--- src/rtl/clkcfg_pkg.sv ---
package clkcfg_pkg;

    localparam int DATA_W    = 8;
    localparam int ADDR_W    = 3;
    localparam int M_W       = 6;
    localparam int N_W       = 10;
    localparam int FSEL_W    = 3;
    localparam int SEL_W     = FSEL_W + 1;
    localparam int ROM_DEPTH = 2 ** SEL_W;
    localparam int N_HI_W    = N_W - DATA_W;

    // fixed pre-dividers per reference (divisor = M + 2)
    localparam int M_REF14 = 19;
    localparam int M_REF25 = 23;
    // reference frequencies in kHz scaled by 22 to keep 14.31818 MHz exact
    localparam longint REF14_X22 = 315000;
    localparam longint REF25_X22 = 550000;

    // control register bit positions
    localparam int CTRL_SW_BIT   = 2;
    localparam int CTRL_TYPE_BIT = 0;
    localparam int AUX_MN_BIT    = 7;
    localparam int AUX_REFO_BIT  = 0;

    typedef struct packed {
        logic              ref14;
        logic [FSEL_W-1:0] fsel;
        logic              spread;
    } strap_t;

    localparam int STRAP_W = $bits(strap_t);
    localparam int STRAP_LSB = DATA_W - STRAP_W;

    typedef struct packed {
        logic [M_W-1:0] m;
        logic [N_W-1:0] n;
    } divs_t;

    typedef enum logic [ADDR_W-1:0] {
        RA_CTRL = 3'd0,
        RA_PINS = 3'd1,
        RA_AUX  = 3'd2,
        RA_MNHI = 3'd3,
        RA_NLO  = 3'd4
    } reg_addr_e;

    function automatic longint code_khz(input logic [FSEL_W-1:0] code);
        case (code)
            3'd0:    return 100000;
            3'd1:    return 125000;
            3'd2:    return 133330;
            3'd3:    return 166670;
            3'd4:    return 200000;
            3'd5:    return 266000;
            3'd6:    return 333000;
            default: return 400000;
        endcase
    endfunction

    // rounded N for a target output frequency with a fixed M
    function automatic divs_t table_divs(input logic ref14, input logic [FSEL_W-1:0] code);
        divs_t  r;
        longint div;
        longint den;
        longint n8;
        div = ref14 ? longint'(M_REF14 + 2) : longint'(M_REF25 + 2);
        den = ref14 ? REF14_X22 : REF25_X22;
        n8  = (2 * code_khz(code) * div * 22 + den) / (2 * den);
        r.m = M_W'(div - 2);
        r.n = N_W'(n8 - 8);
        return r;
    endfunction

endpackage

--- src/rtl/clkcfg_sync.sv ---
module clkcfg_sync #(
    parameter int WIDTH = 5
) (
    input  logic             clk,
    input  logic [WIDTH-1:0] d,
    output logic [WIDTH-1:0] q
);
    // free-running two-stage synchronizer; no reset so straps flow during reset
    for (genvar g = 0; g < WIDTH; g++) begin : g_bit
        logic s1, s2;
        always_ff @(posedge clk) begin
            s1 <= d[g];
            s2 <= s1;
        end
        assign q[g] = s2;
    end
endmodule

--- src/rtl/clkcfg_regs.sv ---
module clkcfg_regs
    import clkcfg_pkg::*;
(
    input  logic              clk,
    input  logic              rst,
    input  strap_t            pins_s,
    input  logic              we,
    input  logic [ADDR_W-1:0] addr,
    input  logic [DATA_W-1:0] wdata,
    output logic [DATA_W-1:0] rdata,
    output strap_t            strap_q,
    output strap_t            soft_q,
    output logic              sw_q,
    output logic              type_q,
    output logic              mn_en_q,
    output logic              refout_q,
    output divs_t             prog_q
);
    always_ff @(posedge clk) begin
        if (rst) begin
            strap_q  <= pins_s;
            soft_q   <= pins_s;
            sw_q     <= 1'b0;
            type_q   <= 1'b0;
            mn_en_q  <= 1'b0;
            refout_q <= 1'b1;
            prog_q   <= '0;
        end else if (we) begin
            case (reg_addr_e'(addr))
                RA_CTRL: begin
                    // select and spread fields only writable in software mode
                    if (sw_q) soft_q <= strap_t'(wdata[DATA_W-1:STRAP_LSB]);
                    sw_q   <= wdata[CTRL_SW_BIT];
                    type_q <= wdata[CTRL_TYPE_BIT];
                end
                RA_AUX: begin
                    mn_en_q  <= wdata[AUX_MN_BIT];
                    refout_q <= wdata[AUX_REFO_BIT];
                end
                RA_MNHI: begin
                    prog_q.n[N_W-1:DATA_W] <= wdata[DATA_W-1:DATA_W-N_HI_W];
                    prog_q.m               <= wdata[M_W-1:0];
                end
                RA_NLO: begin
                    prog_q.n[DATA_W-1:0] <= wdata;
                end
                default: ;
            endcase
        end
    end

    always_comb begin
        rdata = '0;
        case (reg_addr_e'(addr))
            RA_CTRL: begin
                rdata[DATA_W-1:STRAP_LSB] = soft_q;
                rdata[CTRL_SW_BIT]        = sw_q;
                rdata[CTRL_TYPE_BIT]      = type_q;
            end
            RA_PINS: rdata[DATA_W-1:STRAP_LSB] = pins_s;
            RA_AUX: begin
                rdata[AUX_MN_BIT]   = mn_en_q;
                rdata[AUX_REFO_BIT] = refout_q;
            end
            RA_MNHI: rdata = {prog_q.n[N_W-1:DATA_W], prog_q.m};
            RA_NLO:  rdata = prog_q.n[DATA_W-1:0];
            default: rdata = '0;
        endcase
    end
endmodule

--- src/rtl/clkcfg_divsel.sv ---
module clkcfg_divsel
    import clkcfg_pkg::*;
(
    input  logic           clk,
    input  strap_t         strap_q,
    input  strap_t         soft_q,
    input  logic           sw_q,
    input  logic           type_q,
    input  logic           mn_en_q,
    input  logic           refout_q,
    input  divs_t          prog_q,
    output logic [M_W-1:0] pll_m,
    output logic [N_W-1:0] pll_n,
    output logic           ref_is_14m,
    output logic           spread_on,
    output logic           spread_center,
    output logic           refout_on
);
    divs_t            rom [ROM_DEPTH];
    strap_t           eff;
    logic [SEL_W-1:0] sel;
    divs_t            chosen;

    // divider table computed per entry from the target frequency
    for (genvar g = 0; g < ROM_DEPTH; g++) begin : g_rom
        localparam logic [SEL_W-1:0] IDX = SEL_W'(g);
        assign rom[g] = table_divs(IDX[SEL_W-1], IDX[FSEL_W-1:0]);
    end

    assign eff    = sw_q ? soft_q : strap_q;
    assign sel    = {eff.ref14, eff.fsel};
    assign chosen = mn_en_q ? prog_q : rom[sel];

    // output stage loads every cycle, so it settles from reset-time state
    always_ff @(posedge clk) begin
        pll_m         <= chosen.m;
        pll_n         <= chosen.n;
        ref_is_14m    <= eff.ref14;
        spread_on     <= eff.spread;
        spread_center <= type_q;
        refout_on     <= refout_q;
    end
endmodule

--- src/rtl/clkcfg_ctrl.sv ---
module clkcfg_ctrl
    import clkcfg_pkg::*;
(
    input  logic              clk,
    input  logic              rst,
    input  logic              pin_ref_sel,
    input  logic [FSEL_W-1:0] pin_fsel,
    input  logic              pin_spread,
    input  logic              reg_we,
    input  logic [ADDR_W-1:0] reg_addr,
    input  logic [DATA_W-1:0] reg_wdata,
    output logic [DATA_W-1:0] reg_rdata,
    output logic [M_W-1:0]    pll_m,
    output logic [N_W-1:0]    pll_n,
    output logic              ref_is_14m,
    output logic              spread_on,
    output logic              spread_center,
    output logic              refout_on
);
    logic [STRAP_W-1:0] pins_raw;
    logic [STRAP_W-1:0] pins_sync;
    strap_t             pins_s;
    strap_t             strap_q;
    strap_t             soft_q;
    logic               sw_q;
    logic               type_q;
    logic               mn_en_q;
    logic               refout_q;
    divs_t              prog_q;

    assign pins_raw = {pin_ref_sel, pin_fsel, pin_spread};
    assign pins_s   = strap_t'(pins_sync);

    clkcfg_sync #(.WIDTH(STRAP_W)) i_sync (
        .clk (clk),
        .d   (pins_raw),
        .q   (pins_sync)
    );

    clkcfg_regs i_regs (
        .clk      (clk),
        .rst      (rst),
        .pins_s   (pins_s),
        .we       (reg_we),
        .addr     (reg_addr),
        .wdata    (reg_wdata),
        .rdata    (reg_rdata),
        .strap_q  (strap_q),
        .soft_q   (soft_q),
        .sw_q     (sw_q),
        .type_q   (type_q),
        .mn_en_q  (mn_en_q),
        .refout_q (refout_q),
        .prog_q   (prog_q)
    );

    clkcfg_divsel i_divsel (
        .clk           (clk),
        .strap_q       (strap_q),
        .soft_q        (soft_q),
        .sw_q          (sw_q),
        .type_q        (type_q),
        .mn_en_q       (mn_en_q),
        .refout_q      (refout_q),
        .prog_q        (prog_q),
        .pll_m         (pll_m),
        .pll_n         (pll_n),
        .ref_is_14m    (ref_is_14m),
        .spread_on     (spread_on),
        .spread_center (spread_center),
        .refout_on     (refout_on)
    );
endmodule

--- config.mk ---
export PLATFORM = sky130hd
export DESIGN_NAME = clkcfg_ctrl
export DESIGN_NICKNAME = d
export VERILOG_FILES = /design/src/rtl/clkcfg_pkg.sv /design/src/rtl/clkcfg_sync.sv /design/src/rtl/clkcfg_regs.sv /design/src/rtl/clkcfg_divsel.sv /design/src/rtl/clkcfg_ctrl.sv
export SDC_FILE = /design/constraint.sdc
export NUM_CORES = 1
export LEC_CHECK = 0
export BUFFER_PORTS_ARGS = -buffer_cell sky130_fd_sc_hd__clkbuf_2
export CORE_ASPECT_RATIO = 1.25
export CORE_MARGIN = 10
export CORE_UTILIZATION = 35
export CTS_CLUSTER_SIZE = 20
export DETAILED_ROUTE_END_ITERATION = 7
export HOLD_SLACK_MARGIN = 0.12
export PLACE_DENSITY_LB_ADDON = 0.15
export SYNTH_ARGS = -nofsm -noshare
export SYNTH_HDL_FRONTEND = slang
export SYNTH_SLANG_ARGS = --single-unit
--- constraint.sdc ---
create_clock -name clk -period 3.3 [get_ports clk]
set_input_delay 0 -clock clk [delete_from_list [all_inputs] [get_ports clk]]
set_output_delay 0 -clock clk [all_outputs]
set_load 0.05 [all_outputs]
== Word-level counts from Yosys, hierarchy flattened ==
Memory sizes are Yosys's and may differ from the RTL's.
Index checks and enable logic that the tools add are counted.
Operators by class
  order comparisons: 1
  eq/ne operators: 4
  muxes and demuxes: 13
  bitwise operators: 1
  reduce and logical (&&, ||, !) cells: 9
Operators with widths (count)
  $mux 16: 3
  $mux 5: 5
  $pmux 4 s4: 1
  $reduce_and 2->1: 4
  $eq 3x2->1 const B: 2
  $reduce_bool 2->1: 3
  $ge 5x5->1 const B: 1
  $not 4->5: 1
  $pmux 1 s5: 1
  $pmux 1 s4: 1
  $eq 3x1->1 const B: 1
  $eq 3x3->1 const B: 1
  $logic_not 3->1: 1
  $pmux 1 s3: 1
  $reduce_and 3->1: 1
  $pmux 1 s2: 1
Word-level totals
  register bits: 60
  bits in read-only memories: 256
  logic and storage cells: 58
  memories: 1
Memory list
  (name not given): words 16, bits a word 16, rd ports 1, clocked after Yosys merged registers in 0, wr ports 0, RTL line clkcfg_divsel.sv:32  | assign chosen = mn_en_q ? prog_q : rom[sel];

== Longest topological paths before layout ==
Gate-level depths: netlist (run 1).
  word-level depth: 6
  depth in mapped cells: 8

== By module ==
Synthesis (run 1) repeated with hierarchy kept, for this count alone.
Unflattened totals
  cell total of the unflattened synthesis: 257
  area total of the unflattened synthesis: 2706.3 um2
Modules (own cells, without submodules)
  clkcfg_regs: times used 1, cells an instance 128, area each 1396.3 um2, seq. area each 700.7 um2
  clkcfg_divsel: times used 1, cells an instance 114, area each 1072.3 um2, seq. area each 400.4 um2
  clkcfg_sync: times used 1, cells an instance 15, area each 237.7 um2, seq. area each 200.2 um2

== Least setup slack after synthesis (run 1) ==
No wires, ideal clock.
  path kind: register -> output
  start point: register i_regs.mn_en_q
  end point: output port reg_rdata[7]
  arrival time: 1.874 ns
  data required time: 3.300 ns
  setup slack: 1.426 ns
  stages on the path, launching flop included: 5
  buffers on the path: 1
  cell sequence: dfxtp_1 clkbuf_1 nand2_1 o22a_1 o21ai_0
On the way
  cells in the longest elaborated chain, start to end: 1
RTL lines
  start: declaration: RTL line clkcfg_regs.sv:15  | output logic mn_en_q,
  start signal: assignment: RTL line clkcfg_regs.sv:37  | mn_en_q <= wdata[AUX_MN_BIT];
  $pmux 1 s5: RTL line clkcfg_regs.sv:54  | case (reg_addr_e'(addr))
  end: declaration: RTL line clkcfg_ctrl.sv:12  | output logic [DATA_W-1:0] reg_rdata,
No other way between the ends.

==> qor.csv, run 1 <==
metric,value,unit
status,"finished, final reports clean",
die_x,96.6,um
syn2layout_area_growth,23.1,%
hold_start,reg_we,
avgSynthCellArea,9.75,um^2
tns,0,ps
drtAntennaViolNets,0,
finalSetupViolations,0,
via_per_inst,5.03,
regArea,1300,um^2
die_y,116,um
maxSlewViolCount,0,
cts-root-buf,clkbuf_8,
globalRouteMet3Util,0.0440,
dpl_cell_area,2850,um^2
crit_type,reg2reg,
rr_endpoint,i_divsel.pll_n[0],
synthFlopType,dfxtp_1,
num-fill-cells,736,
fin_crit_sh,0.652,
met2_usage,0.204,
min_path_type,in2reg,
cts.sink_count,60,
arrival,2440,ps
avgRoutedWirePerCell,16.4,um
hpwl,4.99,mm
path_cells,mux2i_2 > ha_1 > inv_1 > a21oi_1 > a2111oi_0 > a221o_1,
wl,6.81,mm
critPathLaunchType,register,
powerDensity,521,nW/um^2
pre_cts_ws,1190,ps
htree_num_levels,3,
ys_seq_area_frac,0.507,
synth_cells,263,
max_stage_delay,600,ps
place_inst,386,
grt_max_degree,32,
holdWs,219,ps
route.detailed.drc,0,
rsz0062_at_grt,false,
design_area,3160,um^2
dr_total_vias,2086,
relSlewSlack,0.493,
power,1.64,mW
async_flop_share,0,
core_area,7060,um^2
worstRegToRegCells,6,
final_util,0.447,
path_max_fanout,8,
critPathTopFamily,compound AO/OA/AOI/OAI gates,
grt_pass1_vias,2128,
p_leak,1.26,nW
max_slew.worst_pin.slew,757,ps
synth-seq-cells,60,
post_synth_num_cell_types,45,
worst_slack,1150,ps
grt_pass1_wl,11.0,mm
cts_setup_buffers,0,
start_util,0.363,
endpoint_kind,register,
top_usage_layer,met2,
cts-buffers-inserted,9,
cts_resized,0,
multi_input_area,1170,um^2
r2r_start,i_regs.sw_q,
fmax,465,MHz
fin_cells,415,
ys_warn_count,0,
critPathBufInv,1,
clock_latency,340,ps
cts_buffer_depth,2,
ir_drop,0.000284,V
diodes,0,
grt_usage,0.129,
drtPass1Iterations,4,
worstHoldEndpoint,i_regs.mn_en_q,
pin_count,47,
syn-cell-area,2560,um^2
cts_tree,done,
dieArea,11200,um^2
finClkSkew,4.54,ps
antenna_found_initial,0,
nets,344,
finalHoldViolations,0,
hold_depth,5,
fin_crit,2150,ps
synth-edff-count,10,
core.rowCount,34,
slowest_stage,dfxtp_1,
grt_overflow,0,
required,3590,ps
startpoint,i_regs.sw_q,
globalRouteMet1Util,0.153,
layout-drive-gt1-share,0.268,
portBuffers,46,
maxCapViolCount,0,
clk_pin_slew_worst_paths,70,ps
drt_iter0_drc,108,
r2r_slack,1150,ps
place_congestion,0.895,
synth_nets,287,
[routing by layer]
layer,up-vias,wire [um]
li1,1031,-
met4,0,114
met5,-,0
met2,58,3380
met3,10,441
met1,987,2870
[repair_timing]
| action | in CTS | in global routing |
|---|---|---|
| hold endpoints to repair | 30 | 0 |
| endpoints found under the setup margin | 0 | 0 |
| hold buffers | 13 | 0 |
[state kept, by name, summed over array words and instances (netlist names)]
| signal | count |
|---|---|
| i_regs.soft_q | 5 |
| i_divsel.ref_is_14m | 1 |
| i_regs.refout_q | 1 |
| i_regs.mn_en_q | 1 |
| i_sync.g_bit.s1 | 5 |
| i_regs.type_q | 1 |
| i_regs.sw_q | 1 |
| i_divsel.pll_n | 10 |
| i_sync.g_bit.s2 | 5 |
| i_regs.strap_q | 5 |
| i_divsel.spread_center | 1 |
| i_divsel.spread_on | 1 |
| i_regs.prog_q | 16 |
| i_divsel.pll_m | 6 |
| i_divsel.refout_on | 1 |
[worst register-to-register path: stages, from the launching register on]
cell and delay (ps):
dfxtp_1 600, mux2i_2 390, ha_1 320, inv_1 100, a21oi_1 70, a2111oi_0 450
a221o_1 170
[layout make-up]
class	count	share of cell area
sequential	60	0.412
clock buffer	9	0.0392
tap	90	0.0357
clock inverter	7	0.0166
inverter	6	0.00792
timing repair buffer	61	0.119
multi-input combinational	182	0.370
[cell usage in the layout, fill, tap and decap left out, types with 6 or more instances in the layout]
cell type	count
nand2_1	50
dfxtp_1	50
clkbuf_2	46
a21oi_1	23
nor2_1	15
dlygate4sd3_1	13
mux2i_1	12
edfxtp_1	10
mux2_2	9
clkbuf_8	9
o21ai_1	6
[worst max-delay path by stage]
stage	endpoint	slack, ps	depth (start not counted)
3_5_place_dp	i_divsel.pll_n[0]	1190	6
5_1_grt	i_divsel.pll_n[0]	1010	6
2_1_floorplan	reg_rdata[7]	1430	4
4_1_cts	i_divsel.pll_n[0]	1160	6
6_report	i_divsel.pll_n[0]	1150	6
3_3_place_gp	i_divsel.pll_n[0]	1260	6
[cell families (layout without fill, tap and decap cells)]
family	Yosys count	count (layout)	synth area share
multiplexers	28	28	0.129
flip-flops	60	60	0.507
adder cells (fa/ha/maj)	5	5	0.0244
AO/OA/AOI/OAI	57	57	0.140
AND/OR/NAND/NOR	92	92	0.161
buffers and inverters	21	83	0.0376
[cell usage after synthesis (2+ instances only)]
cell       n  area share
ha_1       5       0.024
a21o_1     2      0.0059
nand2b_1   4      0.0098
a21oi_1   23       0.045
and3_1     2      0.0049
o21ai_1    6       0.012
nor3_1     4      0.0078
nor2_1    15       0.022
nand3_1    4      0.0078
inv_2      2      0.0029
mux2i_2    2       0.011
mux2i_4    2       0.018
buf_2      6       0.012
mux2_2     9       0.040
mux2_1     2      0.0088
a211oi_1   5       0.015
mux2i_1   12       0.047
o31ai_1    4       0.012
nor3_2     2      0.0078
nor2b_1    5       0.012
edfxtp_1  10        0.12
and2_1     3      0.0073
a32o_1     2      0.0078
dfxtp_1   50        0.39
clkbuf_1   8       0.012
nand2_1   50       0.073
o21ai_0    4      0.0078
inv_1      3      0.0044
[report_power, final]
| group | switching [mW] | internal (mW) | total, mW |
|---|---|---|---|
| combinational | 0.167 | 0.0813 | 0.249 |
| clock | 0.315 | 0.274 | 0.589 |
| sequential | 0.0249 | 0.782 | 0.807 |
(Power assumes the default switching activity.)
==> run 2, diff against run 1 <==
--- a/config.mk
+++ b/config.mk
@@ -5,6 +5,7 @@
 export SDC_FILE = /design/constraint.sdc
 export NUM_CORES = 1
 export LEC_CHECK = 0
+export ABC_AREA = 1
 export BUFFER_PORTS_ARGS = -buffer_cell sky130_fd_sc_hd__clkbuf_2
 export CORE_ASPECT_RATIO = 1.25
 export CORE_MARGIN = 10
==> constraint.sdc (replaced) <==
create_clock -name clk -period 1.85 [get_ports clk]
set_input_delay 0 -clock clk [delete_from_list [all_inputs] [get_ports clk]]
set_output_delay 0 -clock clk [all_outputs]
set_load 0.05 [all_outputs]
==> run 2 against run 1 <==
Core utilization grew 0.96 points. Global-route usage grew 0.52 points. Clock skew decreased by 1.1 ps. Final cell count up 14%. Flip-flop and latch count did not move. First-iteration DRC count did not move. Worst hold slack got worse by 44 ps. Total power is 85% higher. Clock power grew 95%. Die area is 1.7% lower.
==> qor.csv, run 2 <==
metric,value,unit,change
yosysMostFrequentCell,nand2_1,,
maxSlewViolCount,0,,unchanged
dpl_cell_area,2820,um^2,was 2850 um^2
globalRouteMet3Util,0.0453,,was 0.0440
portBuffers,46,,unchanged
finalSetupViolations,0,,unchanged
crit_type,in2reg,,was reg2reg
arrival,1840,ps,was 2440 ps
nets,402,,was 344
place_congestion,0.905,,was 0.895
regMostFlops,i_regs.prog_q,,unchanged
post_synth_num_cell_types,25,,was 45
globalRouteMet1Util,0.154,,was 0.153
fmax,619,MHz,
crit_cells,8,,was 6
syn-cell-area,2510,um^2,was 2560 um^2
synth_nets,334,,was 287
rsz0062_at_grt,false,,unchanged
diodes,0,,unchanged
route.detailed.drc,0,,unchanged
max_slew.worst_pin.slew,452,ps,was 757 ps
cts-buffers-inserted,9,,unchanged
synth.top_cell.area_share,0.399,,was 0.390
largest_reg_flops,16,,unchanged
place_inst,440,,was 386
clock_latency,330,ps,was 340 ps
final_util,0.457,,was 0.447
antenna_found_initial,0,,unchanged
worstRegToRegCells,9,,was 6
finalHoldViolations,0,,unchanged
critPathBufInv,5,,was 1
synthFlopType,dfxtp_1,,unchanged
drt_iter0_drc,108,,unchanged
power,3.04,mW,was 1.64 mW
async_flop_share,0,,unchanged
final_common_cell,nand2_1,,
htree_num_levels,3,,unchanged
pre_cts_ws,112,ps,was 1190 ps
hpwl,5.08,mm,was 4.99 mm
ir_drop,0.000576,V,was 0.000284 V
synth_cells,310,,was 263
hold_depth,5,,unchanged
clk_pin_slew_worst_paths,60,ps,was 70 ps
yosys-top-cells-count,"113 x nand2_1, 50 x dfxtp_1, 32 x nand3_1",,"was 50 x dfxtp_1, 50 x nand2_1, 23 x a21oi_1"
slowest_stage,dlygate4sd3_1,,was dfxtp_1
dr_total_vias,2214,,"was 2,086"
holdWs,175,ps,was 219 ps
layout_common_cells,"113 x nand2_1, 49 x dfxtp_1, 46 x clkbuf_2, 32 x nand3_1, 25 x inv_1",,"was 50 x nand2_1, 50 x dfxtp_1, 46 x clkbuf_2, 23 x a21oi_1, 15 x nor2_1"
tns,0,ps,unchanged
cts_buffer_depth,2,,unchanged
synth-edff-count,10,,unchanged
via_per_inst,4.68,,was 5.03
top_regs,"i_regs.prog_q (16), i_divsel.pll_n (10), i_divsel.pll_m (6)",,unchanged
synth-seq-cells,60,,unchanged
core_area,6980,um^2,was 7060 um^2
avgSynthCellArea,8.10,um^2,was 9.75 um^2
pin_count,47,,unchanged
fin_crit,1620,ps,
grt_pass1_wl,11.4,mm,was 11.0 mm
critPathLaunchType,input port,,was register
design_area,3190,um^2,was 3160 um^2
required,2070,ps,was 3590 ps
cts-root-buf,clkbuf_8,,unchanged
top_usage_layer,met2,,unchanged
met2_usage,0.216,,was 0.204
maxCapViolCount,0,,unchanged
grt_max_degree,25,,was 32
cts_setup_buffers,0,,unchanged
drtAntennaViolNets,0,,unchanged
finClkSkew,3.49,ps,was 4.54 ps
powerDensity,954,nW/um^2,was 521 nW/um^2
fin_cells,473,,was 415
drtPass1Iterations,4,,unchanged
relSlewSlack,0.698,,was 0.493
status,"finished, final reports clean",,unchanged
path_max_fanout,14,,was 8
min_path_type,in2reg,,unchanged
ys_warn_count,0,,unchanged
die_y,115,um,was 116 um
endpoint_kind,register,,unchanged
grt_overflow,0,,unchanged
grt_pass1_vias,2285,,"was 2,128"
critPathTopFamily,buffers and inverters,,was compound AO/OA/AOI/OAI gates
die_x,95.8,um,was 96.6 um
path_cells,dlygate4sd3_1 > clkbuf_2 > inv_1 > nor2_1 > inv_1 > nand2_1 > nand3_1 > dlygate4sd3_1,,was mux2i_2 > ha_1 > inv_1 > a21oi_1 > a2111oi_0 > a221o_1
core.rowCount,34,,unchanged
wl,6.86,mm,was 6.81 mm
syn2layout_area_growth,26.9,%,was 23.1%
cts.sink_count,60,,unchanged
fin_crit_sh,0.874,,
worst_slack,234,ps,was 1150 ps
cts_tree,done,,unchanged
start_util,0.360,,was 0.363
max_stage_delay,550,ps,was 600 ps
layout-drive-gt1-share,0.222,,was 0.268
dieArea,11000,um^2,"was 11,200 um^2"
avgRoutedWirePerCell,14.5,um,was 16.4 um
grt_usage,0.134,,was 0.129
p_leak,1.47,nW,was 1.26 nW
ys_seq_area_frac,0.518,,was 0.507
synth_top_cell_by_area,dfxtp_1,,unchanged
synth.area.top_cells,"dfxtp_1 40%, nand2_1 17%, edfxtp_1 12%",,"was dfxtp_1 39%, edfxtp_1 12%, nand2_1 7.3%"
run 2: worst paths after layout:
path / start / end / slack [ps]
setup / recovery: reg_we / i_regs.refout_q / 230
hold / removal: reg_addr[2] / i_regs.prog_q[0] / 180
setup reg to reg: i_regs.sw_q / i_divsel.pll_n[7] / 240
hold reg to reg: i_sync.g_bit[1].s1 / i_sync.g_bit[1].s2 / 330
run 2: final cells by class:
class | count | area [um^2]
Clock inverter | 3 | 17.5
Fill cell | 741 | 3790
Inverter | 29 | 114
Multi-Input combinational cell | 209 | 1010
Clock buffer | 13 | 180
Sequential cell | 60 | 1300
Timing Repair Buffer | 69 | 445
Tap cell | 90 | 113
run 2: logic make-up (layout without fill, tap and decap cells):
group,Yosys count,in the layout,share of synthesized area
flops,60,60,0.518
fa+ha+maj,5,5,0.0249
compound gates,33,33,0.0703
buf+inv,41,114,0.0777
simple gates,171,171,0.309
run 2: worst reg2reg max path, delay by kind of cell (launching register included):
family	cells	cell delay [ps]
AO/OA/AOI/OAI	1	140
flip-flops	1	480
buffers and inverters	2	190
AND/OR/NAND/NOR	5	360
adder cells (fa/ha/maj)	1	320
run 2: layer usage:
metal / wire (um) / vias up
li1: - / 1125
met1: 2880 / 1004
met2: 3290 / 70
met3: 462 / 15
met4: 226 / 0
met5: 0 / -
run 2: timing repair:
action | CTS | global route
endpoints found under the setup margin | 0 | 4
endpoints found under the hold margin | 30 | 0
resized for setup | 0 | 1
hold buffers | 17 | 0
run 2: where the power goes:
part | total, mW | internal, mW | switching [mW]
sequential | 1.43 | 1.40 | 0.0301
clock | 1.15 | 0.637 | 0.511
combinational | 0.464 | 0.131 | 0.332
==> run 3, diff against run 2 <==
--- a/config.mk
+++ b/config.mk
@@ -10,10 +10,11 @@
 export CORE_ASPECT_RATIO = 1.25
 export CORE_MARGIN = 10
 export CORE_UTILIZATION = 35
+export CTS_BUF_LIST = sky130_fd_sc_hd__clkbuf_8
 export CTS_CLUSTER_SIZE = 20
 export DETAILED_ROUTE_END_ITERATION = 7
 export HOLD_SLACK_MARGIN = 0.12
-export PLACE_DENSITY_LB_ADDON = 0.15
+export PLACE_DENSITY_LB_ADDON = 0.3
 export SYNTH_ARGS = -nofsm -noshare
 export SYNTH_HDL_FRONTEND = slang
 export SYNTH_SLANG_ARGS = --single-unit
==> run 3 against run 2 <==
Total power is 11% higher. Count of clock-buffer cells in the layout is 3 lower. Clock power rose by 28%. Clock skew rose by 1.7 ps. Sequential power barely moved. Critical path depth shrank 2.
==> qor.csv, run 3 (same netlist as run 2, synthesis figures left out) <==
metric,value,unit,change
status,"finished, final reports clean",,unchanged
largest_reg_flops,16,,unchanged
fmax,583,MHz,was 619 MHz
nets,403,,was 402
wl,6.73,mm,was 6.86 mm
tns,0,ps,unchanged
path_max_fanout,4,,was 14
maxCapViolCount,0,,unchanged
fin_crit_sh,0.927,,was 0.874
htree_num_levels,3,,unchanged
dr_total_vias,2211,,"was 2,214"
r2r_slack,240,ps,about the same
pre_cts_ws,185,ps,was 112 ps
clk_pin_slew_worst_paths,70,ps,was 60 ps
place_congestion,0.861,,was 0.905
top_usage_layer,met2,,unchanged
regMostFlops,i_regs.prog_q,,unchanged
grt_usage,0.127,,was 0.134
rsz0062_at_grt,false,,unchanged
start_util,0.360,,unchanged
final_common_cell,nand2_1,,unchanged
hpwl,4.97,mm,was 5.08 mm
dpl_cell_area,2830,um^2,was 2820 um^2
globalRouteMet3Util,0.0459,,was 0.0453
layout-drive-gt1-share,0.229,,was 0.222
grt_pass1_wl,10.8,mm,was 11.4 mm
fin_crit,1720,ps,was 1620 ps
relSlewSlack,0.516,,was 0.698
cts_tree,done,,unchanged
arrival,1950,ps,was 1840 ps
crit_type,in2reg,,unchanged
antenna_found_initial,0,,unchanged
design_area,3240,um^2,was 3190 um^2
num-fill-cells,712,,was 741
clock_latency,350,ps,was 330 ps
drt_iter0_drc,169,,was 108
cts.sink_count,60,,unchanged
p_leak,1.49,nW,was 1.47 nW
powerDensity,1040,nW/um^2,was 954 nW/um^2
min_path_type,in2reg,,unchanged
rr_endpoint,i_divsel.pll_n[7],,unchanged
dieArea,11000,um^2,unchanged
cp-endpoint,i_regs.refout_q,,unchanged
core.rowCount,34,,unchanged
worst_slack,134,ps,was 234 ps
required,2080,ps,was 2070 ps
core_area,6980,um^2,unchanged
drtPass1Iterations,4,,unchanged
worstRegToRegCells,11,,was 9
grt_max_degree,25,,unchanged
r2r_start,i_regs.sw_q,,unchanged
startpoint,reg_wdata[0],,was reg_we
diodes,0,,unchanged
layout_common_cells,"113 x nand2_1, 49 x dfxtp_1, 46 x clkbuf_2, 32 x nand3_1, 25 x inv_1",,unchanged
ir_drop,0.000492,V,was 0.000576 V
met2_usage,0.216,,about the same
avgRoutedWirePerCell,14.2,um,was 14.5 um
finalSetupViolations,0,,unchanged
via_per_inst,4.66,,was 4.68
pin_count,47,,unchanged
portBuffers,46,,unchanged
globalRouteMet1Util,0.139,,was 0.154
cts-root-buf,clkbuf_8,,unchanged
finalHoldViolations,0,,unchanged
endpoint_kind,register,,unchanged
drtAntennaViolNets,0,,unchanged
critPathLaunchType,input port,,unchanged
syn2layout_area_growth,29.1,%,was 26.9%
die_x,95.8,um,unchanged
grt_overflow,0,,unchanged
grt_pass1_vias,2166,,"was 2,285"
finClkSkew,5.19,ps,was 3.49 ps
max_slew.worst_pin.slew,718,ps,was 452 ps
die_y,115,um,unchanged
cts_buffer_depth,2,,unchanged
maxSlewViolCount,0,,unchanged
cts-buffers-inserted,9,,unchanged
route.detailed.drc,0,,unchanged
top_regs,"i_regs.prog_q (16), i_divsel.pll_n (10), i_divsel.pll_m (6)",,unchanged
[run 3: cell types whose count changed in the layout (fill, tap and decap cells not counted)]
| cell | previous run | this run |
|---|---|---|
| bufinv_16 | 0 | 3 |
| clkinv_2 | 2 | 1 |
| clkbuf_16 | 1 | 0 |
| dlygate4sd3_1 | 17 | 16 |
| clkbuf_8 | 11 | 10 |
| buf_4 | 6 | 8 |
| clkbuf_1 | 1 | 0 |
| clkinv_4 | 0 | 1 |
[run 3: worst max-delay path, stage by stage]
cell and delay [ps]:
dlygate4sd3_1 540, clkbuf_2 140, nand2_1 70, dlygate4sd3_1 560
nand3_1 70, dlygate4sd3_1 570
[run 3: layer usage]
metal / share of wire / up-vias
met5: 0 / -
met3: 0.092 / 11
li1: - / 1126
met4: 0.014 / 0
met2: 0.50 / 79
met1: 0.39 / 995
[run 3: report_power, final]
group	internal (mW)	switching (mW)	total, mW
clock network	0.931	0.543	1.47
registers	1.40	0.0286	1.43
logic	0.130	0.333	0.463
[run 3: stage by stage]
stage,utilization,total power [mW],cells,hold slack (ps)
4_1_cts,0.465,3.39,474,123
6_report,0.465,3.37,474,140
2_1_floorplan,-,1.78,310,27.7
3_5_place_dp,0.406,1.90,442,104
3_3_place_gp,0.406,1.90,442,104
5_1_grt,0.465,3.48,474,155
[run 3: worst min path at each step]
stage	start	end	slack, ps	cells after the start
2_1_floorplan	pin_spread	i_sync.g_bit[0].s1	30	0
3_3_place_gp	pin_fsel[0]	i_sync.g_bit[1].s1	100	1
3_5_place_dp	pin_fsel[1]	i_sync.g_bit[2].s1	100	1
4_1_cts	reg_we	i_regs.prog_q[8]	120	4
5_1_grt	reg_we	i_regs.prog_q[8]	150	4
6_report	reg_we	i_regs.prog_q[14]	140	4
[run 3: layout make-up]
cell class | instances | area [um^2] | area share
Clock buffer | 10 | 138 | 0.0424
Clock inverter | 6 | 111 | 0.0343
Inverter | 29 | 114 | 0.0351
Multi-Input combinational cell | 209 | 1010 | 0.313
Sequential cell | 60 | 1300 | 0.402
Tap cell | 90 | 113 | 0.0347
Timing Repair Buffer | 70 | 450 | 0.139
[run 3: timing repair]
item | 4_1_cts | 5_1_grt
hold buffers | 16 | 0
setup buffers | 0 | 0
resized for setup | 0 | 1
endpoints found under the setup margin | 0 | 2
hold endpoints to repair | 30 | 0
